## src/rtl/hmb_pkg.sv

```systemverilog
package hmb_pkg;
  localparam int DEV_W  = 8;
  localparam int CMD_W  = 8;
  localparam int CHAR_W = 8;

  localparam int OFS_REQ_LO = 0;
  localparam int OFS_REQ_HI = 4;
  localparam int OFS_REP_LO = 8;
  localparam int OFS_REP_HI = 12;

  localparam logic [DEV_W-1:0] DEV_EXIT    = 8'd0;
  localparam logic [DEV_W-1:0] DEV_CONSOLE = 8'd1;
  localparam logic [CMD_W-1:0] CMD_ZERO    = 8'd0;
  localparam logic [CMD_W-1:0] CMD_ONE     = 8'd1;

  typedef enum logic [1:0] {
    ACT_REPLY = 2'd0,
    ACT_EXIT  = 2'd1,
    ACT_TX    = 2'd2,
    ACT_ARM   = 2'd3
  } hmb_act_e;

  // Console acknowledge: a set flag bit just above the character
  function automatic logic [CHAR_W:0] ack_char(input logic [CHAR_W-1:0] c);
    return {1'b1, c};
  endfunction
endpackage

```

## src/rtl/hmb_req_decode.sv

```systemverilog
module hmb_req_decode
  import hmb_pkg::*;
#(
  parameter int WORD_W = 64,
  localparam int PAY_W = WORD_W - DEV_W - CMD_W
) (
  input  logic [WORD_W-1:0] req,
  output hmb_act_e          act,
  output logic [PAY_W-1:0]  resp,
  output logic [PAY_W-2:0]  code,
  output logic [CHAR_W-1:0] tx_char
);
  logic [DEV_W-1:0] dev;
  logic [CMD_W-1:0] cmd;
  logic [PAY_W-1:0] pay;

  assign dev     = req[WORD_W-1 -: DEV_W];
  assign cmd     = req[WORD_W-DEV_W-1 -: CMD_W];
  assign pay     = req[PAY_W-1:0];
  assign code    = pay[PAY_W-1:1];
  assign tx_char = pay[CHAR_W-1:0];

  always_comb begin
    act  = ACT_REPLY;
    resp = '0;
    if (dev == DEV_EXIT && cmd == CMD_ZERO && pay[0]) begin
      act = ACT_EXIT;
    end else if (dev == DEV_CONSOLE && cmd == CMD_ONE) begin
      act  = ACT_TX;
      resp = PAY_W'(ack_char(pay[CHAR_W-1:0]));
    end else if (dev == DEV_CONSOLE && cmd == CMD_ZERO) begin
      act = ACT_ARM;
    end
  end
endmodule

```

## src/rtl/hmb_read_mux.sv

```systemverilog
module hmb_read_mux
  import hmb_pkg::*;
#(
  parameter int BUS_W  = 32,
  parameter int ADDR_W = 4,
  localparam int WORD_W = 2 * BUS_W
) (
  input  logic [ADDR_W-1:0] addr,
  input  logic [WORD_W-1:0] req_word,
  input  logic [WORD_W-1:0] rep_word,
  output logic [BUS_W-1:0]  rdata
);
  always_comb begin
    rdata = '0;
    if (addr == ADDR_W'(OFS_REQ_LO))      rdata = req_word[BUS_W-1:0];
    else if (addr == ADDR_W'(OFS_REQ_HI)) rdata = req_word[WORD_W-1:BUS_W];
    else if (addr == ADDR_W'(OFS_REP_LO)) rdata = rep_word[BUS_W-1:0];
    else if (addr == ADDR_W'(OFS_REP_HI)) rdata = rep_word[WORD_W-1:BUS_W];
  end
endmodule

```

## src/rtl/host_mailbox.sv

```systemverilog
module host_mailbox
  import hmb_pkg::*;
#(
  parameter int BUS_W  = 32,
  parameter int ADDR_W = 4,
  localparam int WORD_W = 2 * BUS_W,
  localparam int PAY_W  = WORD_W - DEV_W - CMD_W,
  localparam int TOP_W  = DEV_W + CMD_W
) (
  input  logic              clk,
  input  logic              rst_n,
  input  logic              bus_wr,
  input  logic [ADDR_W-1:0] bus_addr,
  input  logic [BUS_W-1:0]  bus_wdata,
  output logic [BUS_W-1:0]  bus_rdata,
  input  logic              con_rx_valid,
  input  logic [CHAR_W-1:0] con_rx_byte,
  output logic              con_tx_valid,
  output logic [CHAR_W-1:0] con_tx_byte,
  output logic              exit_valid,
  output logic [PAY_W-2:0]  exit_code
);
  logic [WORD_W-1:0] req_q, rep_q, pend_q;
  logic              allow_q;

  // named internal events
  logic wr_req_lo, wr_req_hi, wr_rep_lo, wr_rep_hi;
  logic proc_fire;
  logic [WORD_W-1:0] req_merged;
  hmb_act_e          act;
  logic [PAY_W-1:0]  resp;
  logic [PAY_W-2:0]  dec_code;
  logic [CHAR_W-1:0] dec_char;
  logic [WORD_W-1:0] rx_reply;

  assign wr_req_lo  = bus_wr && bus_addr == ADDR_W'(OFS_REQ_LO);
  assign wr_req_hi  = bus_wr && bus_addr == ADDR_W'(OFS_REQ_HI);
  assign wr_rep_lo  = bus_wr && bus_addr == ADDR_W'(OFS_REP_LO);
  assign wr_rep_hi  = bus_wr && bus_addr == ADDR_W'(OFS_REP_HI);
  assign req_merged = req_q | {bus_wdata, {BUS_W{1'b0}}};
  assign proc_fire  = wr_req_hi && allow_q;
  assign rx_reply   = {pend_q[WORD_W-1 -: TOP_W], PAY_W'(ack_char(con_rx_byte))};

  hmb_req_decode #(.WORD_W(WORD_W)) u_dec (
    .req     (req_merged),
    .act     (act),
    .resp    (resp),
    .code    (dec_code),
    .tx_char (dec_char)
  );

  hmb_read_mux #(.BUS_W(BUS_W), .ADDR_W(ADDR_W)) u_rd (
    .addr     (bus_addr),
    .req_word (req_q),
    .rep_word (rep_q),
    .rdata    (bus_rdata)
  );

  // request register, commit permission and armed read
  always_ff @(posedge clk) begin
    if (!rst_n) begin
      req_q   <= '0;
      pend_q  <= '0;
      allow_q <= 1'b0;
    end else if (wr_req_lo) begin
      if (req_q == '0) begin
        req_q   <= {{BUS_W{1'b0}}, bus_wdata};
        allow_q <= 1'b1;
      end else begin
        allow_q <= 1'b0;
      end
    end else if (wr_req_hi) begin
      if (allow_q) begin
        req_q <= '0;
        if (act == ACT_ARM) pend_q <= req_merged;
      end else begin
        req_q <= req_merged;
      end
    end
  end

  // reply register: arriving character has top priority
  always_ff @(posedge clk) begin
    if (!rst_n) begin
      rep_q <= '0;
    end else if (con_rx_valid) begin
      rep_q <= rx_reply;
    end else if (proc_fire && act != ACT_ARM) begin
      rep_q <= {req_merged[WORD_W-1 -: TOP_W], resp};
    end else if (wr_rep_lo) begin
      rep_q <= {{BUS_W{1'b0}}, bus_wdata};
    end else if (wr_rep_hi) begin
      rep_q <= rep_q | {bus_wdata, {BUS_W{1'b0}}};
    end
  end

  // one-cycle output pulses
  always_ff @(posedge clk) begin
    if (!rst_n) begin
      con_tx_valid <= 1'b0;
      con_tx_byte  <= '0;
      exit_valid   <= 1'b0;
      exit_code    <= '0;
    end else begin
      con_tx_valid <= proc_fire && act == ACT_TX;
      exit_valid   <= proc_fire && act == ACT_EXIT;
      if (proc_fire && act == ACT_TX)   con_tx_byte <= dec_char;
      if (proc_fire && act == ACT_EXIT) exit_code   <= dec_code;
    end
  end
endmodule

```

## config.mk

```make
export PLATFORM = sky130hd
export DESIGN_NAME = host_mailbox
export DESIGN_NICKNAME = d
export VERILOG_FILES = /design/src/rtl/hmb_pkg.sv /design/src/rtl/hmb_req_decode.sv /design/src/rtl/hmb_read_mux.sv /design/src/rtl/host_mailbox.sv
export SDC_FILE = /design/constraint.sdc
export NUM_CORES = 1
export LEC_CHECK = 0
export BUFFER_PORTS_ARGS = -buffer_cell sky130_fd_sc_hd__buf_4
export CELL_PAD_IN_SITES_DETAIL_PLACEMENT = 0
export CELL_PAD_IN_SITES_GLOBAL_PLACEMENT = 1
export CORE_AREA = 2 2 184 186
export CTS_CLUSTER_DIAMETER = 200
export DETAILED_ROUTE_END_ITERATION = 10
export DIE_AREA = 0 0 186 188
export MAX_ROUTING_LAYER = met4
export PLACE_DENSITY = 0.6
export SYNTH_ARGS = -nofsm -noshare
export SYNTH_HDL_FRONTEND = slang
export SYNTH_SLANG_ARGS = --single-unit
export TNS_END_PERCENT = 5
```

## constraint.sdc

```tcl
create_clock -name clk -period 3.51 [get_ports clk]
set_clock_uncertainty 0.05 [all_clocks]
set_input_delay 0.1755 -clock clk [delete_from_list [all_inputs] [get_ports clk]]
set_output_delay 0.1755 -clock clk [all_outputs]
set_load 0.02 [all_outputs]
```

* Word level (Yosys, flattened, before mapping) *
Cells that the tools add are included.

word-level totals
  output and inout port bits = 89
  bits in registers = 250
  word-level logic and storage cells = 63
  bits of input ports = 48

operators by class
  reduce and logical (&&, ||, !) cells = 22
  bitwise logic cells = 4
  multiplexer cells = 18
  equality and inequality tests = 10

operator list
  cell                                                              number
  64-bit two-way mux                                                8
  32-bit two-way mux                                                4
  64-bit OR                                                         2
  64-bit zero test                                                  1
  48-bit two-way mux                                                1
  8-bit by 1-bit == test with 1-bit output (second input constant)  2
  8-bit zero test                                                   2
  1-bit logical AND                                                 12
  9-bit two-way mux                                                 1
  4-bit == test (second input constant)                             2
  2-bit two-way mux                                                 3
  2-bit == test (second input constant)                             2
  4-bit by 3-bit == test with 1-bit output (second input constant)  1
  4-bit zero test                                                   1
  4-bit AND reduction                                               1
  4-bit nonzero test                                                1
  3-bit nonzero test                                                1
  2-bit by 1-bit == test with 1-bit output (second input constant)  1
  2-bit by 1-bit != test with 1-bit output (second input constant)  1
  2-bit != test (second input constant)                             1
  1-bit NOT                                                         2
  2-bit AND reduction                                               1
  2-bit nonzero test                                                1
  2-bit OR reduction                                                1
  1-bit two-way mux                                                 1

* Longest topological paths before layout *
  word-level depth = 10
  gate-level depth with buffers = 9
  depth with buffers taken out = 6

* Cells and area by module *
A second synthesis with hierarchy kept.

second synthesis, totals
  cell total of the unflattened synthesis = 1177
  area, all modules = 9940.8 µm²

by module, submodules not included
  module          seq. area each (µm²)  cells each  area each (µm²)  instances
  host_mailbox    4043.9                912         8069.0           1
  hmb_read_mux    0.0                   150         1022.2           1
  hmb_req_decode  0.0                   115         849.6            1

* Least setup slack after synthesis *
No wires, ideal clock.

  path type = reg-to-reg
  from = register req_q[63]
  to = register exit_code[10]
  setup time = 0.132 ns
  path slack = 0.700 ns
  clock period less this slack = 2.810 ns
  required time = 3.328 ns
  cell stages (with the launch flop) = 9
  arrival time = 2.628 ns
  buffers on the path = 2
  cell sequence = dfxtp_1 or4_4 or4b_1 or3_4 or4_4 buf_6 buf_6 nand2_1 a21oi_1

between the ends
  cells in the longest elaborated chain, start to end = 8
  elaborated cells on any way between the ends = 12
  those cells by class = 2 x eq/ne; 3 x mux; 1 x bitwise; 6 x reduce/logical

ends and longest elaborated chain
  element                                       RTL line                                    source
  start, declared                               host_mailbox.sv:23                          logic [WORD_W-1:0] req_q, rep_q, pend_q;
  start signal, assigned                        host_mailbox.sv:67                          req_q <= {{BUS_W{1'b0}}, bus_wdata};
  start signal, assigned                        host_mailbox.sv:77                          req_q <= req_merged;
  64-bit OR (*)                                 host_mailbox.sv:40                          assign req_merged = req_q | {bus_wdata, {BUS_W{1'b0}}};
  8-bit by 1-bit == test with 1-bit output      hmb_req_decode.sv:28, hmb_req_decode.sv:31
  1-bit logical AND                             hmb_req_decode.sv:31                        end else if (dev == DEV_CONSOLE && cmd == CMD_ZERO) begin
  2-bit two-way mux                             hmb_req_decode.sv:31
  2-bit two-way mux                             hmb_req_decode.sv:28                        end else if (dev == DEV_CONSOLE && cmd == CMD_ONE) begin
  2-bit two-way mux (*)                         hmb_req_decode.sv:26                        if (dev == DEV_EXIT && cmd == CMD_ZERO && pay[0]) begin
  2-bit by 1-bit == test with 1-bit output (*)  host_mailbox.sv:108                         if (proc_fire && act == ACT_EXIT) exit_code <= dec_code;
  1-bit logical AND (*)                         host_mailbox.sv:108
  end signal, assigned                          host_mailbox.sv:108
  end, declared                                 host_mailbox.sv:21                          output logic [PAY_W-2:0] exit_code

Every way passes the cells marked *; elsewhere a longest branch is shown, timed or not.
A chain may end at the register's enable or synchronous reset.

* Final worst setup path *
  from = input port bus_wdata[29]
  to = register rep_q[3]

between the ends
  cells in the longest elaborated chain, start to end = 10
  elaborated cells on any way between the ends = 17
  those cells by class = 2 x eq/ne; 7 x mux; 1 x bitwise; 7 x reduce/logical

ends and longest elaborated chain
  element                                   RTL line                                    source
  start, declared                           host_mailbox.sv:14                          input logic [BUS_W-1:0] bus_wdata,
  64-bit OR (*)                             host_mailbox.sv:40
  8-bit by 1-bit == test with 1-bit output  hmb_req_decode.sv:28, hmb_req_decode.sv:31
  1-bit logical AND                         hmb_req_decode.sv:31
  2-bit two-way mux                         hmb_req_decode.sv:31
  2-bit two-way mux                         hmb_req_decode.sv:28
  2-bit two-way mux                         hmb_req_decode.sv:26
  2-bit != test                             host_mailbox.sv:88                          end else if (proc_fire && act != ACT_ARM) begin
  1-bit logical AND                         host_mailbox.sv:88
  64-bit two-way mux                        host_mailbox.sv:88
  64-bit two-way mux                        host_mailbox.sv:86                          end else if (con_rx_valid) begin
  end signal, assigned                      host_mailbox.sv:87                          rep_q <= rx_reply;
  end signal, assigned                      host_mailbox.sv:89                          rep_q <= {req_merged[WORD_W-1 -: TOP_W], resp};
  end signal, assigned                      host_mailbox.sv:91                          rep_q <= {{BUS_W{1'b0}}, bus_wdata};
  end, declared                             host_mailbox.sv:23

Marked as above.

==> flow_summary_export.csv <==
group,metric,value,unit
global_route,grt-ovfl-total,0,
route,avgRoutedWirePerCell,19.48,um
route,drt-initial-drc-count,551,
sta,drv_slew,0,
flow_run,drv_cap,0,
cts,cts_buffer_depth,3,
global_route,grt_pass1_wl,47.26,mm
route,drt_pre_antenna_iters,4,
cts,htree_levels,1,
floorplan,num_rows,67,
sta,period_share,93.92,%
synthesis,netlist_instances,974,
layout,final_area,10930,um^2
cts,clk_latency,0.52,ns
critical_path,rrSetupSlack,0.23,ns
sta,worst_pin_slew,0.9034,ns
route,drt_drc_violations_left,0,
cts,clkSinkCount,202,
global_route,busiest_layer,"met2",
critical_path,crit_type,"primary input to flop",
route,wl,31.26,mm
placement,numPortBuffers,136,
synthesis,yosysWarnings,0,
sta,finalCriticalPeriod,3.297,ns
global_route,grt_pass1_vias,7518,
power_and_ir_drop,irDropWorstVdd,0.0003091,V
synthesis,synth_commonest_cells,"202 x dfxtp_1, 176 x nand2_1, 98 x a21oi_1, 93 x nor2_1, 62 x clkbuf_1",
sta,fmax,0.3033,GHz
critical_path,required,3.92,ns
floorplan,die_h,188,um
power_and_ir_drop,p_per_area,478.4,nW/um^2
worst_hold_path,hold_path_depth,3,
synthesis,synthArstFlopShare,0,%
synthesis,yosysMostFrequentCell,"dfxtp_1",
route,via_count,7820,
cts,cts_tree,"done",
sta,maxSlewHeadroom,39.55,%
synthesis,yosysTopAreaCell,"dfxtp_1",
synthesis,synth_nets,1022,
placement,dp_hpwl,21.50,mm
layout,syn_to_final_growth,34.67,%
layout,final_core_util,33.02,%
layout,drive_gt1_share,18.51,%
critical_path,worst_ep_arrival_time,3.71,ns
layout,nets,1185,
synthesis,synth_area_leaders,"dfxtp_1 50%, nand2_1 8.1%, a22o_1 6.6%",
sta,finalSetupTns,0,ns
synthesis,synth_top_area_share,49.81,%
synthesis,synthesis.area,8119,um^2
placement,placed_area,9669,um^2
sta,setup_violations,0,
sta,final-hold-violation-count,0,
floorplan,floorplan.initialDensity,24.52,%
sta,rsz0062_at_grt,"no",
critical_path,path_max_fanout,12,
critical_path,crit_path_start_kind,"primary input",
global_route,met2_usage,28.35,%
route,ant_nets,0,
global_route,use_met1,24.31,%
synthesis,ys_types,42,
cts,clockRootBuffer,"clkbuf_16",
synthesis,syn_avg_cell_area,8.336,um^2
floorplan,coreArea,33110,um^2
cts,post_cts_resized,0,
cts,cts_setup_buffers,0,
global_route,grt_max_degree,64,
status,status,"finished, final reports clean",
cts,cts-buffers-inserted,25,
global_route,antenna_found_initial,1,
power_and_ir_drop,leakagePower,4.187,nW
critical_path,reg2reg_depth,7,
cts,path_clk_slew,0.06,ns
floorplan,num_io_pins,137,
synthesis,ys_seq_elements,202,
critical_path,cp-end-kind,"flop",
synthesis,ys_dominant_reg_cell,"dfxtp_1",
placement,gp_congestion,0.8199,
route,viasPerCell,4.872,
floorplan,die_w,186,um
floorplan,fp.dieArea,34970,um^2
synthesis,synth_edf_count,0,
global_route,grtUsageTotal,18.13,%
worst_hold_path,hold_class,"primary input to flop",
global_route,grt_use_met3,2.602,%
synthesis,ys_seq_area_share,49.81,%
-- registers in the layout (all words and copies together), names as in the netlist --
signal / cells
rep_q: 64
exit_code: 47
pend_q: 16
exit_valid: 1
req_q: 64
con_tx_valid: 1
allow_q: 1
con_tx_byte: 8
-- layout by cell type (no fill, tap or decap), drive strengths merged, types with 2 or more instances in the layout --
master         n
a21oi         98
a221o          2
a221oi         3
a22o          61
a22oi         32
a31oi         11
a32o           2
and2          19
and3           8
buf          163
clkbuf        39
clkinv         5
dfxtp        202
dlygate4sd3   45
inv            3
nand2        176
nand2b        34
nand3         10
nand4         14
nor2          93
nor2b          2
nor3          38
nor4          21
o211ai         2
o21a           2
o21ai         42
o221ai        12
or3            4
or4            4
-- worst max-delay path: stages --
cell and delay [ns]:
dlygate4sd3_1 0.56, buf_4 0.16, or4_1 0.54, or4b_1 0.57, nor3_1 0.51, buf_4 0.31
nand4_1 0.11, a31oi_1 0.20, dlygate4sd3_1 0.57
-- power by group --
part / leakage, nW / total, mW / switching [mW] / internal (mW)
combinational: 2.15 / 0.358 / 0.220 / 0.137
sequential: 1.63 / 2.33 / 0.0198 / 2.31
clock: 0.405 / 2.54 / 1.01 / 1.53
-- metal layers --
metal  routed length (um)  vias up  share of wire [%]
met4                  735        0                2.4
met1                14360     3751                 46
met5                    0        -                  0
li1                     -     3810                  -
met2                14510      211                 46
met3                 1664       48                5.3
-- final timing paths --
check                 from   endpoint
max          bus_wdata[29]   rep_q[3]
min           con_rx_valid   rep_q[1]
max reg2reg      req_q[63]   rep_q[3]
min reg2reg     pend_q[53]  rep_q[53]
-- cell type report --
type / instances / area [um^2]
clock buffers: 39 / 748.2
multi-input cells: 698 / 3796
inverters: 2 / 7.507
flip-flops and latches: 202 / 4044
fillers: 3527 / 22180
repair buffers: 208 / 1712
clock inverters: 7 / 63.81
diodes: 1 / 2.502
well taps: 448 / 560.5
-- kinds of logic (layout without fill, tap and decap cells) --
family / count (synthesis) / count (layout) / synth area share, %
buf+inv: 74 / 256 / 3.976
flops: 202 / 202 / 49.81
other cells: 0 / 1 / 0
simple gates: 428 / 428 / 24.41
compound gates: 270 / 270 / 21.81
-- repair_timing --
action,in CTS,in global routing
setup endpoints to repair,0,0
hold buffers,45,0
endpoints found under the hold margin,144,0
-- per-stage QoR --
step / total power, mW / hold WS, ns / setup WS, ns / std cells
final: 5.231 / 0.06121 / 0.2133 / 1605
after global routing: 5.418 / 0.05772 / 0.08378 / 1605
after CTS: 5.284 / 0.04818 / 0.2844 / 1604
after detailed placement: 2.700 / 0.3876 / 0.3249 / 1513
after global placement: 2.700 / 0.3862 / 0.3733 / 1513
after floorplan: 2.518 / 0.2512 / 0.6996 / 974
Note: power is estimated with default switching activity, not from simulation.
